`src/rtl/spi_cs_pkg.sv`:
```
package spi_cs_pkg;
    typedef enum logic [2:0] {
        ST_IDLE,
        ST_LEAD,
        ST_SHIFT,
        ST_HOLD,
        ST_TRAIL,
        ST_GAP,
        ST_KEEP
    } sel_state_t;
endpackage

```
`src/rtl/spi_tick_gen.sv`:
```
module spi_tick_gen #(
    parameter int DIV_W = 8
) (
    input  logic             clk,
    input  logic             rst_n,
    input  logic             run,
    input  logic [DIV_W-1:0] half,
    output logic             tick
);
    logic [DIV_W-1:0] cnt;

    assign tick = run && (cnt == half - DIV_W'(1));

    always_ff @(posedge clk or negedge rst_n) begin
        if (!rst_n)
            cnt <= '0;
        else if (!run || tick)
            cnt <= '0;
        else
            cnt <= cnt + DIV_W'(1);
    end

    AST_HALF_NONZERO: assert property (@(posedge clk) disable iff (!rst_n)
        run |-> (half != '0));
endmodule

```
`src/rtl/spi_shift_eng.sv`:
```
module spi_shift_eng #(
    parameter int MAX_BITS = 16,
    parameter int BIT_W    = 5
) (
    input  logic                clk,
    input  logic                rst_n,
    input  logic                load,
    input  logic [MAX_BITS-1:0] ld_word,
    input  logic                edge_i,
    input  logic                cpol,
    input  logic                cpha,
    input  logic [BIT_W-1:0]    bits,
    input  logic                miso,
    output logic                sclk,
    output logic                mosi,
    output logic                done,
    output logic [MAX_BITS-1:0] rx_word
);
    localparam int EC_W = BIT_W + 1;

    logic [MAX_BITS-1:0] tx_sr, rx_sr;
    logic [EC_W-1:0]     ecnt, lastc;
    logic [BIT_W-1:0]    sh;
    logic                ph;

    assign sh      = BIT_W'(MAX_BITS) - bits;
    assign lastc   = {bits, 1'b0} - EC_W'(1);
    assign done    = edge_i && (ecnt == lastc);
    assign sclk    = cpol ^ ph;
    assign mosi    = tx_sr[MAX_BITS-1];
    assign rx_word = rx_sr;

    always_ff @(posedge clk or negedge rst_n) begin
        if (!rst_n) begin
            tx_sr <= '0;
            rx_sr <= '0;
            ecnt  <= '0;
            ph    <= 1'b0;
        end else if (load) begin
            tx_sr <= ld_word << sh;
            rx_sr <= '0;
            ecnt  <= '0;
            ph    <= 1'b0;
        end else if (edge_i) begin
            ph   <= ~ph;
            ecnt <= (ecnt == lastc) ? '0 : ecnt + EC_W'(1);
            if (!ecnt[0]) begin
                if (!cpha)
                    rx_sr <= {rx_sr[MAX_BITS-2:0], miso};
                else if (ecnt != '0)
                    tx_sr <= tx_sr << 1;
            end else begin
                if (cpha)
                    rx_sr <= {rx_sr[MAX_BITS-2:0], miso};
                else
                    tx_sr <= tx_sr << 1;
            end
        end
    end

    AST_EDGE_BOUND: assert property (@(posedge clk) disable iff (!rst_n)
        ecnt <= lastc);
    AST_PHASE_HOME: assert property (@(posedge clk) disable iff (!rst_n)
        done |=> !ph);
endmodule

```
`src/rtl/spi_sel_drv.sv`:
```
module spi_sel_drv #(
    parameter int NUM_SLV = 4,
    parameter int IDX_W   = 2
) (
    input  logic               on,
    input  logic [IDX_W-1:0]   idx,
    input  logic [NUM_SLV-1:0] pol,
    output logic [NUM_SLV-1:0] cs
);
    for (genvar i = 0; i < NUM_SLV; i++) begin : g_sel
        assign cs[i] = (on && (idx == IDX_W'(i))) ? pol[i] : ~pol[i];
    end
endmodule

```
`src/rtl/spi_cs_master.sv`:
```
module spi_cs_master
    import spi_cs_pkg::*;
#(
    parameter  int NUM_SLV  = 4,
    parameter  int MAX_BITS = 16,
    parameter  int DIV_W    = 8,
    parameter  int DLY_W    = 8,
    localparam int IDX_W    = (NUM_SLV > 1) ? $clog2(NUM_SLV) : 1,
    localparam int BIT_W    = $clog2(MAX_BITS + 1)
) (
    input  logic                clk,
    input  logic                rst_n,
    input  logic                cfg_cpol,
    input  logic                cfg_cpha,
    input  logic [BIT_W-1:0]    cfg_bits,
    input  logic [DIV_W-1:0]    cfg_half,
    input  logic [DLY_W-1:0]    cfg_dly,
    input  logic                cfg_held,
    input  logic [NUM_SLV-1:0]  cfg_act_hi,
    input  logic                tx_valid,
    output logic                tx_ready,
    input  logic [MAX_BITS-1:0] tx_data,
    input  logic [IDX_W-1:0]    tx_slave,
    input  logic                tx_last,
    input  logic                tx_keep,
    output logic                rx_valid,
    output logic [MAX_BITS-1:0] rx_data,
    output logic                sclk,
    output logic                mosi,
    input  logic                miso,
    output logic [NUM_SLV-1:0]  cs,
    output logic                busy
);
    localparam int CNT_W = ((DLY_W > DIV_W + 1) ? DLY_W : DIV_W + 1) + 1;

    sel_state_t       state, state_nxt;
    logic [CNT_W-1:0] dcnt;
    logic [IDX_W-1:0] slv_q;
    logic             last_q, keep_q;
    logic             accept, run, tick, frame_done, dly_hit, gap_hit;

    assign accept  = tx_valid && tx_ready;
    assign dly_hit = dcnt >= CNT_W'(cfg_dly);
    assign gap_hit = dcnt >= CNT_W'({cfg_half, 1'b0});

    // state register
    always_ff @(posedge clk or negedge rst_n) begin
        if (!rst_n)
            state <= ST_IDLE;
        else
            state <= state_nxt;
    end

    // transitions
    always_comb begin
        state_nxt = state;
        unique case (state)
            ST_IDLE:  if (accept)  state_nxt = ST_LEAD;
            ST_LEAD:  if (dly_hit) state_nxt = ST_SHIFT;
            ST_SHIFT: if (frame_done)
                          state_nxt = (cfg_held && !last_q) ? ST_HOLD : ST_TRAIL;
            ST_HOLD:  if (accept)  state_nxt = ST_SHIFT;
            ST_TRAIL: if (dly_hit)
                          state_nxt = (cfg_held && keep_q) ? ST_KEEP : ST_GAP;
            ST_GAP:   if (gap_hit) state_nxt = ST_IDLE;
            ST_KEEP:  if (accept)  state_nxt = ST_SHIFT;
            default:  state_nxt = ST_IDLE;
        endcase
    end

    // state outputs
    always_comb begin
        tx_ready = 1'b0;
        busy     = 1'b0;
        run      = 1'b0;
        unique case (state)
            ST_IDLE:  tx_ready = 1'b1;
            ST_LEAD:  busy = 1'b1;
            ST_SHIFT: begin busy = 1'b1; run = 1'b1; end
            ST_HOLD:  begin busy = 1'b1; tx_ready = 1'b1; end
            ST_TRAIL: busy = 1'b1;
            ST_GAP:   ;
            ST_KEEP:  begin busy = 1'b1; tx_ready = 1'b1; end
            default:  ;
        endcase
    end

    // delay counter and transaction attributes
    always_ff @(posedge clk or negedge rst_n) begin
        if (!rst_n) begin
            dcnt     <= '0;
            slv_q    <= '0;
            last_q   <= 1'b0;
            keep_q   <= 1'b0;
            rx_valid <= 1'b0;
        end else begin
            rx_valid <= frame_done;
            if (state_nxt != state)
                dcnt <= '0;
            else if (state == ST_LEAD || state == ST_TRAIL || state == ST_GAP)
                dcnt <= dcnt + CNT_W'(1);
            if (accept) begin
                last_q <= tx_last;
                keep_q <= tx_keep;
                if (state == ST_IDLE)
                    slv_q <= tx_slave;
            end
        end
    end

    spi_tick_gen #(.DIV_W(DIV_W)) tick_i (
        .clk(clk), .rst_n(rst_n), .run(run), .half(cfg_half), .tick(tick)
    );

    spi_shift_eng #(.MAX_BITS(MAX_BITS), .BIT_W(BIT_W)) shf_i (
        .clk(clk), .rst_n(rst_n), .load(accept), .ld_word(tx_data),
        .edge_i(tick), .cpol(cfg_cpol), .cpha(cfg_cpha), .bits(cfg_bits),
        .miso(miso), .sclk(sclk), .mosi(mosi), .done(frame_done),
        .rx_word(rx_data)
    );

    spi_sel_drv #(.NUM_SLV(NUM_SLV), .IDX_W(IDX_W)) sel_i (
        .on(busy), .idx(slv_q), .pol(cfg_act_hi), .cs(cs)
    );

    AST_ONE_ACTIVE: assert property (@(posedge clk) disable iff (!rst_n)
        $onehot0(~(cs ^ cfg_act_hi)));
    AST_IDLE_CLOCK: assert property (@(posedge clk) disable iff (!rst_n)
        !busy |-> (sclk == cfg_cpol));
    AST_RX_AFTER_SHIFT: assert property (@(posedge clk) disable iff (!rst_n)
        rx_valid |-> $past(state == ST_SHIFT));
    AST_HOLD_KEEPS_SEL: assert property (@(posedge clk) disable iff (!rst_n)
        (state == ST_HOLD) |=> busy);
    AST_GAP_RELEASED: assert property (@(posedge clk) disable iff (!rst_n)
        (state == ST_GAP) |-> (cs == ~cfg_act_hi));
    AST_KEEP_NO_LEAD: assert property (@(posedge clk) disable iff (!rst_n)
        (state == ST_KEEP && tx_valid) |=> (state == ST_SHIFT));
endmodule

```
`config.mk`:
```
export PLATFORM = sky130hd
export DESIGN_NAME = spi_cs_master
export DESIGN_NICKNAME = d
export VERILOG_FILES = /design/src/rtl/spi_cs_pkg.sv /design/src/rtl/spi_tick_gen.sv /design/src/rtl/spi_shift_eng.sv /design/src/rtl/spi_sel_drv.sv /design/src/rtl/spi_cs_master.sv
export SDC_FILE = /design/constraint.sdc
export NUM_CORES = 1
export LEC_CHECK = 0
export ABC_AREA = 1
export ABC_CLOCK_PERIOD_IN_PS = 2360
export BUFFER_PORTS_ARGS = -buffer_cell sky130_fd_sc_hd__buf_2
export CORE_MARGIN = 2
export CORE_UTILIZATION = 44
export CTS_BUF_LIST = sky130_fd_sc_hd__clkbuf_8
export DETAILED_ROUTE_END_ITERATION = 10
export GPL_TIMING_DRIVEN = 0
export HOLD_SLACK_MARGIN = 0.1
export PLACE_DENSITY = 0.76
export SKIP_LAST_GASP = 1
export SYNTH_ARGS = -nofsm -noshare
export SYNTH_HDL_FRONTEND = slang
export SYNTH_SLANG_ARGS = --single-unit
```
`constraint.sdc`:
```
create_clock -name clk -period 2.36 [get_ports clk]
set_input_delay 0.472 -clock clk [delete_from_list [all_inputs] [get_ports clk]]
set_output_delay 0.472 -clock clk [all_outputs]
set_load 0.1 [all_outputs]
```
==> flow_summary.json, run 1 <==
{
  "status": "complete, no violations",
  "synth_top_area_share_pct": 34.63,
  "placed_area_sq_um": 5474,
  "drive_above_1_share_pct": 26.16,
  "worst_slew_pin_slew_ns": 0.8526,
  "dp_hpwl_mm": 8.630,
  "path_cells": "ha_1 -> nand2_1 -> o21ai_1 -> a21oi_2 -> nand3_2 -> o211ai_1 -> nand3_2 -> nand2_2 -> nand3_4 -> nor2_8 -> inv_8 -> a21oi_2",
  "areaGrowthSynthToFinish_pct": 27.46,
  "cts_tree": "done",
  "fp.coreArea_sq_um": 10320,
  "route.vias.total": 4543,
  "grt.total_usage_pct": 20.32,
  "synth-compound-area-share_pct": 13.83,
  "cts_made_buffers": 9,
  "ys.flop_type": "dfrtp_1",
  "yosys-top-cells-area": "dfrtp_1 35%, nand2_1 14%, ha_1 6.1%",
  "drtAntennaViolNets": 0,
  "gp_congestion": 0.9083,
  "timing.fmax_ghz": 0.4346,
  "final_nets": 824,
  "portBuffers": 75,
  "period_needed_ns": 2.301,
  "worst_slack_ns": 0.05929,
  "p_leak_nw": 2.871,
  "cp-start-kind": "register",
  "synthSimpleGateAreaFrac_pct": 31.01,
  "post-place-ws_ns": -0.3929,
  "synth_xor_area_share_pct": 5.594,
  "grt_overflow_total": 0,
  "syn_area_sq_um": 4697,
  "clockBufferDepth": 2,
  "routedWlPerCell_um": 13.03,
  "ys_ff_latch": 65,
  "seqPwrFrac_pct": 25.3,
  "synth_adder_area_share_pct": 6.127,
  "first_pass_iters": 4,
  "clock_latency_ns": 0.34,
  "htreeDepth": 3,
  "multi_input_area_sq_um": 3040,
  "dieArea_sq_um": 11520,
  "fin_crit_sh_pct": 97.49,
  "slowest_stage": "dfrtp_2",
  "p_sw_mw": 3.717,
  "sw_frac_of_total_pct": 54.70,
  "clk_pin_slew_worst_paths_ns": 0.07,
  "antenna_cells": 0,
  "start_util_pct": 45.50,
  "relSlewSlack_pct": 43.16,
  "critPathKind": "register to register",
  "hold_violations": 0,
  "ir_drop_mv": 1.326,
  "clock_sinks": 65,
  "drt-total-wl_mm": 11.58,
  "clkPwrFrac_pct": 13.9,
  "p_per_area_nw_per_um2": 1135,
  "fin_hold_ws_ns": 0.2349,
  "critPathCaptureType": "register",
  "fill_cells": 942,
  "routed_via_density": 5.110,
  "yosysTopAreaCell": "dfrtp_1",
  "yosysUniqueCellTypes": 48,
  "p_comb_share_pct": 60.8,
  "first_global_vias": 4417,
  "final-max-slew-violation-count": 0,
  "regArea_sq_um": 1634,
  "synthCells": 655,
  "route.detailed.drc": 0,
  "synth-edff-count": 0,
  "ys_warn_count": 0,
  "tns_ns": 0,
  "fp.dieW_um": 107.3,
  "synth_area_per_cell_sq_um": 7.171,
  "crit_arrival_ns": 2.58,
  "slowest_delay_ns": 0.45,
  "cap_violations": 0,
  "finalInstanceArea_sq_um": 5987,
  "crit_required_ns": 2.64,
  "antenna_found_initial": 0,
  "grt_setup_unrepaired": "yes",
  "async_flop_share_pct": 100.0,
  "cts_root_buf": "clkbuf_8",
  "die-height_um": 107.3,
  "pin_count": 77,
  "synthMuxAreaShare_pct": 0.4262,
  "ff2ff_setup_slack_ns": 0.06,
  "setup_viol": 0,
  "synthesis.nets": 730,
  "grt_pass1_wl_mm": 19.22,
  "hold_path_class": "input port to async pin",
  "row_count": 37,
  "grt_max_degree": 66,
  "cp_max_fo": 8,
  "dr.first_iter.drc_count": 250,
  "power.internal_mw": 3.079,
  "seq_area_frac_synth_pct": 34.63,
  "synth_top_family_by_area": "simple AND/OR/NAND/NOR gates",
  "clock_skew_ns": 0.009226
}
[cell type report]
| cell class | count | share of cell area [%] |
|---|---|---|
| multi-input cells | 491 | 50.78 |
| flip-flops and latches | 65 | 27.29 |
| inverters | 81 | 5.371 |
| clock buffers | 11 | 2.529 |
| clock inverters | 4 | 0.7524 |
| repair buffers | 84 | 8.631 |
| plain buffers | 17 | 1.797 |
| well taps | 136 | 2.842 |
[timing repair]
item                                   CTS  global route
hold buffers                             0             0
endpoints found under the hold margin    0             0
setup endpoints to repair               14            49
pin swaps                                5            22
resized for setup                       15            53
setup buffers                            4             5
[power groups by stage]
stage               clock [mW]  combinational (mW)  sequential (mW)
global route              1.02                4.45             1.76
floorplan                    0                2.20             2.68
finish                   0.942                4.13             1.72
CTS                      0.965                3.99             1.72
detailed placement           0                3.86             1.73
global placement             0                3.78             1.72
[registers in the layout, summed over array words and instances (netlist names)]
name / flops
shf_i.rx_word: 16
rx_valid: 1
shf_i.ecnt: 6
tick_i.cnt: 8
keep_q: 1
last_q: 1
shf_i.tx_sr: 16
shf_i.ph: 1
slv_q: 2
dcnt: 10
state: 3
[per-stage QoR]
stage | power, mW | instances | utilization, %
floorplan | 4.877 | 655 | -
global placement | 5.500 | 866 | 53.00
detailed placement | 5.596 | 866 | 53.02
CTS | 6.667 | 885 | 55.94
global route | 7.240 | 889 | 57.99
finish | 6.796 | 889 | 57.99
[synthesized netlist by cell type, types with 2 or more instances]
cell type,n
nand2_1,172
a22oi_1,4
clkbuf_1,10
xor2_1,14
xnor2_1,11
o311ai_0,2
nand2_4,2
o211ai_1,8
ha_1,23
inv_4,2
nor2_4,4
dfrtp_1,65
inv_2,5
o22ai_1,8
inv_1,73
nand3_1,38
nor3b_1,4
o21ai_0,47
nand3_2,4
nor2_2,8
mux2i_1,2
nor2_1,67
nand2_2,6
buf_2,5
a21oi_1,34
nand4_1,5
a31oi_1,4
nor3_1,8
[worst max-delay path: cells and delay by family (launching register included)]
kind,cells,cell delay [ns]
compound gates,4,0.64
fa+ha+maj,1,0.30
simple gates,6,0.78
buf+inv,1,0.07
flops,1,0.45
[layer usage]
layer	track usage [%]	routed length, um
met2	34.86	5858
met5	0	0
met1	26.09	5112
met3	4.177	450
met4	5.288	162
[final timing paths]
check,start,endpoint,depth (start not counted)
worst max register to register,dcnt[4]$_DFFE_PN0P_,dcnt[0]$_DFFE_PN0P_,12
min in group clk,tx_slave[1],slv_q[1]$_DFFE_PN0P_,3
max in group asynchronous,rst_n,dcnt[4]$_DFFE_PN0P_,1
worst min register to register,shf_i.tx_sr[11]$_DFFE_PN0P_,shf_i.tx_sr[11]$_DFFE_PN0P_,2
worst min-delay path,rst_n,tick_i.cnt[1]$_DFF_PN0_,1
worst max-delay path,dcnt[4]$_DFFE_PN0P_,dcnt[0]$_DFFE_PN0P_,12
[cells in the final DEF (no fill, tap or decap), types with 3 or more instances in the layout]
| master | instances |
|---|---|
| o21ai_1 | 3 |
| buf_12 | 4 |
| o211ai_1 | 8 |
| a22oi_1 | 4 |
| nand3_1 | 26 |
| nand4_1 | 5 |
| a21oi_2 | 5 |
| nand2_1 | 168 |
| clkbuf_8 | 11 |
| buf_4 | 10 |
| inv_1 | 71 |
| nor2_2 | 11 |
| nor3_1 | 5 |
| xor2_1 | 9 |
| nand3_2 | 12 |
| o21ai_0 | 45 |
| inv_2 | 9 |
| nand3_4 | 5 |
| dfrtp_1 | 59 |
| nor2_4 | 5 |
| xnor2_1 | 10 |
| nor3b_1 | 4 |
| buf_2 | 70 |
| ha_4 | 6 |
| a31oi_1 | 4 |
| dfrtp_2 | 6 |
| nand2_4 | 3 |
| a21oi_1 | 29 |
| o22ai_1 | 8 |
| xor2_4 | 4 |
| nor2_1 | 63 |
| buf_6 | 3 |
| ha_1 | 16 |
| nor3_4 | 3 |
| nand2_2 | 9 |
| clkbuf_1 | 7 |
[kinds of logic (layout without fill, tap and decap cells)]
| group | after synthesis | after routing |
|---|---|---|
| buffers and inverters | 99 | 197 |
| adders and majority gates | 23 | 23 |
| AOI/OAI and AO/OA | 115 | 115 |
| muxes | 2 | 2 |
| xor gates and xnor gates | 27 | 27 |
| and+or+nand+nor | 324 | 324 |
| DFF | 65 | 65 |
No activity file was read; power rests on OpenSTA's default activity.
==> run 2, diff against run 1 <==
--- a/config.mk
+++ b/config.mk
@@ -15,6 +15,7 @@
 export GPL_TIMING_DRIVEN = 0
 export HOLD_SLACK_MARGIN = 0.1
 export PLACE_DENSITY = 0.76
+export RECOVER_POWER = 100
 export SKIP_LAST_GASP = 1
 export SYNTH_ARGS = -nofsm -noshare
 export SYNTH_HDL_FRONTEND = slang
==> flow_summary.json, run 2 (synthesis gave the netlist of run 1 again) <==
{
  "status": "complete, but fails checks",
  "violations": "max-capacitance violations, max-slew violations",
  "p_total_mw": 6.796,
  "grt_overflow_total": 0,
  "cts_made_buffers": 9,
  "areaGrowthSynthToFinish_pct": 27.41,
  "clockBufferDepth": 2,
  "die-height_um": 107.3,
  "dr.first_iter.drc_count": 250,
  "row_count": 37,
  "pin_count": 77,
  "final_cell_mix": "168 x nand2_1, 71 x inv_1, 70 x buf_2, 63 x nor2_1, 59 x dfrtp_1",
  "route.vias.total": 4543,
  "portBuffers": 75,
  "finalInstanceArea_sq_um": 5984,
  "first_global_vias": 4417,
  "hold_path_class": "input port to register",
  "critPathCaptureType": "register",
  "htreeDepth": 3,
  "cap_violations": 1,
  "critPathBufInv": 1,
  "slowest_delay_ns": 0.45,
  "crit_required_ns": 2.64,
  "drt-total-wl_mm": 11.58,
  "antenna_found_initial": 0,
  "cp-start-kind": "register",
  "p_per_area_nw_per_um2": 1136,
  "slowest_stage": "dfrtp_2",
  "clock_sinks": 65,
  "cts_tree": "done",
  "placed_area_sq_um": 5474,
  "routedWlPerCell_um": 13.03,
  "period_needed_ns": 2.301,
  "timing.fmax_ghz": 0.4346,
  "hold_violations": 0,
  "post-place-ws_ns": -0.3929,
  "fin_hold_ws_ns": 0.3429,
  "first_pass_iters": 4,
  "final-max-slew-violation-count": 66,
  "routed_via_density": 5.110,
  "fin_crit_sh_pct": 97.49,
  "fp.dieW_um": 107.3,
  "start_util_pct": 45.50,
  "relSlewSlack_pct": -11.56,
  "ir_drop_mv": 1.326,
  "cp_max_fo": 8,
  "path_cells": "ha_1 -> nand2_1 -> o21ai_1 -> a21oi_2 -> nand3_2 -> o211ai_1 -> nand3_2 -> nand2_2 -> nand3_4 -> nor2_8 -> inv_8 -> a21oi_2",
  "clock_skew_ns": 0.009226,
  "drtAntennaViolNets": 0,
  "gp_congestion": 0.9083,
  "dp_hpwl_mm": 8.630,
  "setup_viol": 0,
  "hold_buffers": 0,
  "grt_setup_unrepaired": "yes",
  "fp.coreArea_sq_um": 10320,
  "antenna_cells": 0,
  "cts_root_buf": "clkbuf_8",
  "drive_above_1_share_pct": 26.16,
  "grt.total_usage_pct": 20.32,
  "grt_pass1_wl_mm": 19.22,
  "clock_latency_ns": 0.34,
  "worst_slew_pin_slew_ns": 1.673,
  "critPathKind": "register to register",
  "grt_max_degree": 66,
  "critPathTopFamily": "simple AND/OR/NAND/NOR gates",
  "final_common_cell": "nand2_1",
  "route.detailed.drc": 0,
  "post-route-util_pct": 57.97,
  "crit_arrival_ns": 2.58,
  "clk_pin_slew_worst_paths_ns": 0.07,
  "final_nets": 824,
  "p_leak_nw": 2.870,
  "worst_slack_ns": 0.05929,
  "dieArea_sq_um": 11520
}
run 2: cell count changes in the layout (fill, tap and decap cells not counted):
cell,delta
clkbuf_2,+1
buf_4,-1
run 2: repair_timing:
action | in CTS | in global routing
cloned | 0 | 0
pin swaps | 5 | 22
resized for setup | 15 | 53
setup endpoints to repair | 14 | 49
setup buffers | 4 | 5
run 2: final cells by class:
cell class	instances	area [sq um]
Sequential cell	65	1634
Clock inverter	4	45.04
Multi-Input combinational cell	491	3040
Tap cell	136	170.2
Timing Repair Buffer	84	514.2
Buffer	17	107.6
Fill cell	943	4339
Clock buffer	11	151.4
Inverter	81	321.6
run 2: per-stage QoR:
| stage | cells | TNS [ns] |
|---|---|---|
| detailed placement | 866 | -12.35 |
| finish | 889 | 0 |
| global placement | 866 | -10.75 |
| CTS | 885 | -0.01089 |
| global route | 889 | -0.6030 |
| floorplan | 655 | -1.084 |
run 2: power by group:
part	switching [mW]	internal, mW
clock	0.409	0.532
sequential	0.269	1.45
combinational	3.04	1.09
total	3.72	3.08
run 2: tightest hold or removal path, delay by kind of cell:
kind / cells / cell delay, ns
AND/OR/NAND/NOR: 1 / 0.04
AO/OA/AOI/OAI: 1 / 0.06
buffers and inverters: 1 / 0.08
run 2: path summary, 6_finish.rpt:
| kind | depth (start not counted) | slack [ns] | from | endpoint |
|---|---|---|---|---|
| max | 12 | 0.06 | dcnt[4]$_DFFE_PN0P_ | dcnt[0]$_DFFE_PN0P_ |
| min | 3 | 0.34 | tx_slave[1] | slv_q[1]$_DFFE_PN0P_ |
| max reg2reg | 12 | 0.06 | dcnt[4]$_DFFE_PN0P_ | dcnt[0]$_DFFE_PN0P_ |
| max in group asynchronous | 1 | 0.69 | rst_n | dcnt[7]$_DFFE_PN0P_ |
| min in group asynchronous | 1 | 0.56 | rst_n | tick_i.cnt[1]$_DFF_PN0_ |
| min reg2reg | 2 | 0.49 | shf_i.tx_sr[11]$_DFFE_PN0P_ | shf_i.tx_sr[11]$_DFFE_PN0P_ |
run 2: metal layers:
layer / track usage (%) / wire length [um]
met2: 34.86 / 5858
met1: 26.09 / 5117
met5: 0 / 0
met4: 5.288 / 162
met3: 4.177 / 443
==> run 3, diff against run 2 <==
--- a/config.mk
+++ b/config.mk
@@ -5,7 +5,7 @@
 export SDC_FILE = /design/constraint.sdc
 export NUM_CORES = 1
 export LEC_CHECK = 0
-export ABC_AREA = 1
+export ABC_AREA = 0
 export ABC_CLOCK_PERIOD_IN_PS = 2360
 export BUFFER_PORTS_ARGS = -buffer_cell sky130_fd_sc_hd__buf_2
 export CORE_MARGIN = 2
@@ -15,7 +15,7 @@
 export GPL_TIMING_DRIVEN = 0
 export HOLD_SLACK_MARGIN = 0.1
 export PLACE_DENSITY = 0.76
-export RECOVER_POWER = 100
+export RECOVER_POWER = 50
 export SKIP_LAST_GASP = 1
 export SYNTH_ARGS = -nofsm -noshare
 export SYNTH_HDL_FRONTEND = slang
==> flow_summary.json, run 3 <==
{
  "status": "complete, but fails checks",
  "violations": "negative setup slack",
  "final_nets": 708,
  "synth_common_cells": "71 x nand2_1, 65 x dfrtp_1, 56 x nor2_1",
  "antenna_cells": 0,
  "ir_drop_mv": 0.5384,
  "final_common_cell": "nand2_1",
  "grt_pass1_wl_mm": 19.84,
  "setup_viol": 9,
  "areaGrowthSynthToFinish_pct": 36.23,
  "hold_violations": 0,
  "hold_path_class": "input port to register",
  "fp.dieW_um": 105.9,
  "synthMostInstantiatedCell": "nand2_1",
  "die-height_um": 105.9,
  "cts_tree": "done",
  "dieArea_sq_um": 11220,
  "hold_buffers": 0,
  "period_needed_ns": 2.461,
  "final_cell_mix": "70 x nand2_1, 69 x buf_2, 61 x dfrtp_1, 51 x nor2_1, 31 x a21oi_1",
  "p_leak_nw": 2.795,
  "grt_overflow_total": 0,
  "async_flop_share_pct": 100.0,
  "cts_made_buffers": 9,
  "timing.fmax_ghz": 0.4063,
  "cp_max_fo": 5,
  "start_util_pct": 44.86,
  "clockBufferDepth": 2,
  "drt-total-wl_mm": 12.44,
  "gp_congestion": 0.8946,
  "routed_via_density": 5.642,
  "critPathKind": "register to register",
  "ys_warn_count": 0,
  "first_pass_iters": 5,
  "synth_area_per_cell_sq_um": 8.720,
  "synthCells": 524,
  "fin_crit_sh_pct": 104.3,
  "crit_required_ns": 2.61,
  "worst_slack_ns": -0.1014,
  "seq_area_frac_synth_pct": 35.60,
  "yosysUniqueCellTypes": 62,
  "crit_arrival_ns": 2.71,
  "critPathCaptureType": "register",
  "dr.first_iter.drc_count": 248,
  "fp.coreArea_sq_um": 10180,
  "htreeDepth": 3,
  "clock_skew_ns": 0.007963,
  "grt_max_degree": 43,
  "synth_top_area_share_pct": 35.60,
  "ys_ff_latch": 65,
  "drtAntennaViolNets": 0,
  "post-route-util_pct": 61.12,
  "layoutNonFillerInstCount": 774,
  "pin_count": 77,
  "yosys-top-cells-area": "dfrtp_1 36%, ha_1 6.3%, mux4_2 5.9%",
  "portBuffers": 74,
  "synthesis.nets": 599,
  "ff2ff_setup_slack_ns": -0.10,
  "relSlewSlack_pct": 15.25,
  "grt_setup_unrepaired": "yes",
  "route.detailed.drc": 0,
  "worst_slew_pin_slew_ns": 1.271,
  "syn_area_sq_um": 4569,
  "row_count": 37,
  "ys.flop_type": "dfrtp_1",
  "p_total_mw": 5.101,
  "clock_sinks": 65,
  "cp-start-kind": "register",
  "first_global_vias": 4184,
  "grt.total_usage_pct": 21.83,
  "antenna_found_initial": 0,
  "p_per_area_nw_per_um2": 819.4,
  "cap_violations": 0,
  "synth-edff-count": 0,
  "dp_hpwl_mm": 8.530,
  "final-max-slew-violation-count": 0,
  "routedWlPerCell_um": 16.07,
  "yosysTopAreaCell": "dfrtp_1",
  "clock_latency_ns": 0.35,
  "cts_root_buf": "clkbuf_8",
  "drive_above_1_share_pct": 33.54,
  "route.vias.total": 4367,
  "clk_pin_slew_worst_paths_ns": 0.07,
  "dp_cells": 735
}
## run 3: changes by cell type in the layout (fill, tap and decap cells not counted), moves of 8 or more
| cell | previous run | this run |
|---|---|---|
| nand3_1 | 26 | 14 |
| xor2_1 | 9 | 17 |
| nor2_1 | 63 | 51 |
| nand3_2 | 12 | 2 |
| buf_4 | 9 | 24 |
| inv_1 | 71 | 25 |
| o21ai_0 | 45 | 25 |
| mux4_2 | 0 | 12 |
| nand2_2 | 9 | 0 |
| nand2_1 | 168 | 70 |
## run 3: final timing paths
check	startpoint	endpoint	cells past startpoint
setup / recovery	dcnt[0]$_DFFE_PN0P_	dcnt[1]$_DFFE_PN0P_	10
hold / removal	tx_keep	keep_q$_DFFE_PN0P_	3
setup reg to reg	dcnt[0]$_DFFE_PN0P_	dcnt[1]$_DFFE_PN0P_	10
hold reg to reg	last_q$_DFFE_PN0P_	last_q$_DFFE_PN0P_	2
max in group asynchronous	rst_n	state[2]$_DFF_PN0_	2
min in group asynchronous	rst_n	tick_i.cnt[1]$_DFF_PN0_	1
## run 3: what timing repair did
action / 4_1_cts / 5_1_grt
gates cloned: 1 / 1
endpoints found under the setup margin: 60 / 55
gates resized for setup: 61 / 41
pin swaps: 11 / 15
buffers inserted: 13 / 11
## run 3: area by class of cell
class,count,area (sq um)
Buffer,22,173.9
Clock inverter,7,117.6
Clock buffer,9,123.9
Sequential cell,65,1632
Multi-Input combinational cell,407,3288
Timing Repair Buffer,101,618.1
Fill cell,823,3960
Inverter,27,101.3
Tap cell,136,170.2
## run 3: cells by family after synthesis
group           count (synthesis)  share of synthesized area (%)
mux                            23                          8.379
flops                          65                          35.60
buf+inv                        52                          4.600
xor+xnor                       41                          7.859
compound gates                114                          15.74
fa+ha+maj                      23                          6.298
simple gates                  206                          21.52
## run 3: stage by stage
stage	setup TNS [ns]	worst slack (ns)	instance area [sq um]	hold WS (ns)
finish	-0.4530	-0.1014	6225	0.3164
global placement	-22.03	-0.6981	5295	0.4627
global route	-1.629	-0.1969	6225	0.3227
detailed placement	-25.23	-0.7629	5315	0.4767
CTS	0	0.004518	5976	0.1069
floorplan	-2.436	-0.3087	4755	0.1764
## run 3: metal layers
layer | GRT usage [%] | vias up | wire [um] | share of wire (%)
met4 | 7.613 | 0 | 232 | 1.9
met2 | 36.77 | 147 | 6165 | 50
li1 | - | 2074 | - | -
met5 | 0 | - | 0 | 0
met1 | 28.78 | 2126 | 5383 | 43
met3 | 3.311 | 20 | 657 | 5.3
## run 3: critical path: stages, from the launching register on
cell,delay (ns)
dfrtp_1,0.40
inv_2,0.09
ha_4,0.20
nand2b_4,0.14
a211oi_4,0.27
o21bai_4,0.13
a2111oi_4,0.41
nor4_4,0.11
xnor2_2,0.17
buf_6,0.16
nor4_2,0.28
## run 3: power by group
| part | internal (mW) | leakage, nW | switching (mW) |
|---|---|---|---|
| registers | 1.40 | 0.844 | 0.245 |
| clock network | 0.703 | 0.124 | 0.453 |
| logic | 0.782 | 1.83 | 1.52 |
| total | 2.89 | 2.80 | 2.21 |
